**src/rtl/mmio_vga_bridge.sv**
```systemverilog
module mmio_vga_bridge #(
  parameter int LEG_BASE  = 12'h400,
  parameter int LEG_SPAN  = 32,
  parameter int PORT_BASE = 10'h3C0,
  parameter int DX_BASE   = 12'h500,
  parameter int DX_SPAN   = 22,
  parameter int QX_BASE   = 12'h600
) (
  input  logic        clk,
  input  logic        rst_n,
  input  logic        req_valid,
  input  logic        req_write,
  input  logic [11:0] req_addr,
  input  logic [2:0]  req_size,
  input  logic [31:0] req_wdata,
  output logic        req_ready,
  output logic [31:0] req_rdata,
  output logic        port_stb,
  output logic        port_we,
  output logic [9:0]  port_addr,
  output logic [7:0]  port_wdata,
  input  logic [7:0]  port_rdata,
  input  logic        port_rdy,
  output logic        dx_stb,
  output logic        dx_index,
  output logic        dx_we,
  output logic [15:0] dx_wdata,
  input  logic [15:0] dx_rdata,
  input  logic        dx_rdy,
  input  logic        xreg_en,
  output logic        big_endian,
  output logic [7:0]  revision
);
  localparam logic [12:0] LEG_END = 13'(LEG_BASE + LEG_SPAN - 1);
  localparam logic [12:0] DX_END  = 13'(DX_BASE + DX_SPAN - 1);
  localparam logic [31:0] MAGIC_BE = 32'hBEBEBEBE;
  localparam logic [31:0] MAGIC_LE = 32'h1E1E1E1E;

  typedef enum logic [2:0] {S_IDLE, S_LEG, S_DXI, S_DXD, S_RESP} state_t;
  state_t st;

  logic [1:0]  cnt, lastc;
  logic [4:0]  off, idx;
  logic        wr, ps, ds, di, be;
  logic [31:0] wd, rd;

  logic [12:0] a_end;
  logic        size_ok, hit_leg, hit_dx, hit_qx;
  logic [11:0] loff, doff;
  logic [31:0] qx_val;

  assign a_end   = {1'b0, req_addr} + {10'b0, req_size} - 13'd1;
  assign size_ok = (req_size == 3'd1) || (req_size == 3'd2) || (req_size == 3'd4);
  assign hit_leg = size_ok && ({1'b0, req_addr} >= 13'(LEG_BASE)) && (a_end <= LEG_END);
  assign hit_dx  = size_ok && ({1'b0, req_addr} >= 13'(DX_BASE)) && (a_end <= DX_END);
  assign hit_qx  = xreg_en && (req_size == 3'd4) &&
                   ((req_addr == 12'(QX_BASE)) || (req_addr == 12'(QX_BASE + 4)));
  assign loff    = req_addr - 12'(LEG_BASE);
  assign doff    = req_addr - 12'(DX_BASE);
  assign qx_val  = req_addr[2] ? (be ? MAGIC_BE : MAGIC_LE) : 32'd8;

  assign req_ready  = (st == S_RESP);
  assign req_rdata  = rd;
  assign port_stb   = ps;
  assign port_we    = wr;
  assign port_addr  = 10'(PORT_BASE) + {5'b0, off} + {8'b0, cnt};
  assign port_wdata = wd[{cnt, 3'b000} +: 8];
  assign dx_stb     = ds;
  assign dx_index   = di;
  assign dx_we      = di | wr;
  assign dx_wdata   = di ? {11'b0, idx} : wd[15:0];
  assign big_endian = be;
  assign revision   = xreg_en ? 8'd2 : 8'd1;

  always_ff @(posedge clk) begin
    if (!rst_n) begin
      st <= S_IDLE; ps <= 1'b0; ds <= 1'b0; di <= 1'b0; be <= 1'b0;
      cnt <= '0; lastc <= '0; off <= '0; idx <= '0; wr <= 1'b0;
      wd <= '0; rd <= '0;
    end else begin
      ps <= 1'b0;
      ds <= 1'b0;
      case (st)
        S_IDLE: if (req_valid) begin
          wr <= req_write; wd <= req_wdata; cnt <= '0; rd <= '0;
          if (hit_leg) begin
            off <= loff[4:0]; lastc <= 2'(req_size - 3'd1); ps <= 1'b1; st <= S_LEG;
          end else if (hit_dx) begin
            idx <= doff[5:1]; di <= 1'b1; ds <= 1'b1; st <= S_DXI;
          end else begin
            st <= S_RESP;
            if (hit_qx) begin
              if (!req_write) rd <= qx_val;
              else if (req_addr[2] && req_wdata == MAGIC_BE) be <= 1'b1;
              else if (req_addr[2] && req_wdata == MAGIC_LE) be <= 1'b0;
            end
          end
        end
        S_LEG: if (port_rdy) begin
          rd[{cnt, 3'b000} +: 8] <= port_rdata;
          if (cnt == lastc) st <= S_RESP;
          else begin cnt <= cnt + 2'd1; ps <= 1'b1; end
        end
        S_DXI: if (dx_rdy) begin
          di <= 1'b0; ds <= 1'b1; st <= S_DXD;
        end
        S_DXD: if (dx_rdy) begin
          rd <= {16'b0, dx_rdata}; st <= S_RESP;
        end
        default: st <= S_IDLE;
      endcase
    end
  end

  p_one_bus_r11: assert property (@(posedge clk) disable iff (!rst_n) !(port_stb && dx_stb));
  p_ready_pulse_r11: assert property (@(posedge clk) disable iff (!rst_n) req_ready |=> !req_ready);
  p_port_range_r1: assert property (@(posedge clk) disable iff (!rst_n)
    port_stb |-> (port_addr >= 10'h3C0 && port_addr <= 10'h3DF));
  p_index_first_r5: assert property (@(posedge clk) disable iff (!rst_n)
    (dx_stb && !dx_index) |-> $past(dx_index));
  p_order_hold_r8: assert property (@(posedge clk) disable iff (!rst_n)
    !req_valid |=> $stable(big_endian));
  p_idle_quiet_r12: assert property (@(posedge clk) disable iff (!rst_n)
    !req_valid && !port_stb && !dx_stb && !req_ready && !port_rdy && !dx_rdy && (st == S_IDLE)
    |=> !port_stb && !dx_stb);
endmodule

```
**config.mk**
```make
export PLATFORM = sky130hd
export DESIGN_NAME = mmio_vga_bridge
export DESIGN_NICKNAME = d
export VERILOG_FILES = /design/src/rtl/mmio_vga_bridge.sv
export SDC_FILE = /design/constraint.sdc
export NUM_CORES = 1
export LEC_CHECK = 0
export ABC_CLOCK_PERIOD_IN_PS = 4800
export BUFFER_PORTS_ARGS = -buffer_cell sky130_fd_sc_hd__buf_4
export CORE_AREA = 10 10 115 117
export DETAILED_ROUTE_END_ITERATION = 16
export DIE_AREA = 0 0 125 127
export PLACE_DENSITY = 0.8
export SYNTH_ARGS = -nofsm -noshare
export SYNTH_HDL_FRONTEND = slang
export SYNTH_SLANG_ARGS = --single-unit
export TNS_END_PERCENT = 30
```
**constraint.sdc**
```tcl
create_clock -name clk -period 4.8 [get_ports clk]
set_input_delay 1.2 -clock clk [delete_from_list [all_inputs] [get_ports clk]]
set_output_delay 1.2 -clock clk [all_outputs]
set_load 0.01 [all_outputs]
```
==> run summary <==
Status: completed
Area Overhead vs Synth: 24.54%
CTS tree: done
CTS max path bufs: 2
Combinational share of power: 25.1%
Post-synth EDFFs: 0
Post-DP Area: 6748 um2
Buf+Inv Stages, Crit Path: 3
Largest net degree at the start of global routing: 82
Post-synthesis adder-cell area fraction: 7.107%
Synth Cell Area: 5669 um2
Yosys top cell area share: 30.37%
Pwr per Cell Area: 293.8 nW/um2
Minimum clock period: 4.193 ns
Synth Area in Simple Gates: 22.71%
Area leader, netlist: dfxtp_1
Switching Share: 29.49%
Nets: 891
CTS resizes: 0
Final WL: 17.45 mm
GPL Wtd Cong: 0.8847
Most instantiated cells after synthesis: nand2_1, dfxtp_1, nor2_1, inv_1, nor2b_1
Gr usage total: 21.10%
Max-slew violations: 0
Non-filler cells, final: 929
Core Region: 11130 um2
Row cnt: 39
I/O pins: 159
Crit-path max FO: 7
Util after Layout: 63.46%
HPWL Detailed: 13.31 mm
Syn Area/Cell: 8.655 um2
Synth area leaders: dfxtp_1, ha_1, nand2_1
DR iter-0 viols: 575
Post-DRT Antenna Nets: 0
Final setup violation count: 0
Via count: 5469
Die width: 125 um
H-tree levels: 3
Starting Density: 50.96%
Max IR drop VDD: 214.5 uV
Layout cells sized above 1: 27.23%
Max Fclk: 0.2385 GHz
Die ar.: 15880 um2
Port Buffer Count: 148
Antenna diode count: 0
Top-count cell post-synth: nand2_1
Asr flop ratio synth: 0%
DP Cell Count: 914
HP Class: flip-flop to flip-flop
Crit-path cells: buf_4 > inv_1 > ha_1 > inv_1 > ha_1 > a21oi_2 > o221ai_2 > a211oi_2 > mux2i_1 > nor2_2 > a31oi_1 > and4bb_1 > mux2i_1 > nor2b_1
Wire per inst: 18.78 um
RSZ-0062 raised after global routing: no
Flop pwr share: 39.1%
Vias/cell: 5.887
Worst rel slew slack: 22.84%
Initial antenna violation count: 0
Ys flop type: dfxtp_1
Int Pwr: 1463 uW
Period utilisation layout: 87.35%
Clock transition at path regs: 0.06 ns
Slowest stage delay, CP: 0.52 ns
Cell variety after synth: 83
Critical Path AT: 4.42 ns
WS Path Type: input pin to flip-flop
Die height: 127 um
Filler cells: 967
Sequential fraction of the synthesis area: 30.37%
Post-CTS Repair Setup Buffers: 0
Clock Latency Late Sink: 0.34 ns
CTS Buf Count: 9
First-pass GRT wire length: 28.39 mm
DRC viols: 0
Final instance area: 7061 um2
Clock network power share: 35.9%
Vias in the first global route: 5502
Hold WS: 0.4582 ns
CP required: 5.03 ns
CP max stage cell: and4bb_1
Hold Vio Cnt, Final: 0
Mapped Cells: 655
Flops & latches, synth: 86
Root buffer cell: clkbuf_16
Post-synthesis mux area share: 6.312%
Largest family of logic cells by synthesized area: compound AO/OA/AOI/OAI gates
Yosys Warn Count: 0
Post-Route Setup TNS: 0 ns
Crit path capture type: flip-flop
Total congestion overflow: 0
Worst-margin pin slew: 1.157 ns
Startpoint types: input pin
P_sw: 611.6 uW
Clock Sinks: 86
Leakage power: 0.002980 uW
Max Cap Viol: 0
Synth Area in Compound Gates: 23.55%
Hold Buf Count CTS: 0
Delay-heaviest family, CP: compound AO/OA/AOI/OAI gates
Xor/xnor cell area share of the yosys netlist: 1.545%
Drt pass-1 iters: 5
Clk_skew: 0.006078 ns
## routing by layer
| metal | global-route usage (%) | share of wire (%) | vias to the layer above |
|---|---|---|---|
| met4 | 7.249 | 2.6 | 0 |
| met5 | 0 | 0 | - |
| li1 | - | - | 2579 |
| met1 | 26.18 | 43 | 2576 |
| met3 | 6.162 | 8.1 | 35 |
| met2 | 34.34 | 47 | 279 |
## stage by stage
step / total power, uW / worst slack, ns
floorplan: 1148 / 0.7139
global placement: 1325 / 0.4285
detailed placement: 1340 / 0.2323
CTS: 2083 / 0.6049
global route: 2165 / 0.3273
finish: 2074 / 0.6072
## layout make-up
type	count	area [um2]	area share [%]
clock buffer	10	229.0	3.243
clock inverter	5	83.83	1.187
inverter	42	157.7	2.233
multi-input combinational	488	3526	49.94
sequential	86	1722	24.38
tap	143	178.9	2.534
timing repair buffer	155	1164	16.48
## tightest hold or removal path, cell delays in order (launching register included)
cell and delay, ns:
dfxtp_1 0.31, nand2_1 0.05, a21oi_1 0.05
## path summary, 6_finish.rpt
kind / to / cells past startpoint / startpoint / slack, ns
worst max-delay path: idx[4]$_SDFFE_PN0P_ / 14 / req_addr[2] / 0.61
worst min-delay path: req_rdata[22]$_SDFFE_PN0P_ / 2 / req_rdata[22]$_SDFFE_PN0P_ / 0.46
worst max register to register: big_endian$_SDFFE_PN0P_ / 8 / st[1]$_SDFFE_PN0P_ / 1.80
worst min register to register: req_rdata[22]$_SDFFE_PN0P_ / 2 / req_rdata[22]$_SDFFE_PN0P_ / 0.46
## kinds of logic after synthesis
family,after synthesis
fa+ha+maj,31
xor+xnor,10
flops,86
other cells,2
mux,25
simple gates,246
buf+inv,89
compound gates,166
## flip-flops by register name, indices dropped and copies added (netlist names)
register,cells
idx,5
dx_index,1
req_rdata,32
port_we,1
off,5
lastc,2
st,3
port_stb,1
cnt,2
dx_stb,1
big_endian,1
wd,32
## cell usage in the layout (no fill, tap or decap), types with 9 or more instances in the layout
master	instances
nor3_1	12
a21oi_1	24
ha_1	29
buf_4	155
o21ai_0	19
nand3_1	11
nor2b_1	41
nand2_1	87
dfxtp_1	86
a21boi_0	33
clkbuf_16	9
nor2_1	42
nand4_1	9
mux2i_1	11
inv_1	41
o221a_1	23
a221oi_1	11
o31ai_1	9
conb_1	10
## power groups by stage
stage	Sequential (uW)	Combinational, uW	Clock (uW)
after floorplan	817	331	0
after global placement	821	503	0
after detailed placement	825	515	0
after CTS	810	518	756
after global routing	817	570	778
final	811	520	744
Note: power is estimated with default switching activity, not from simulation.
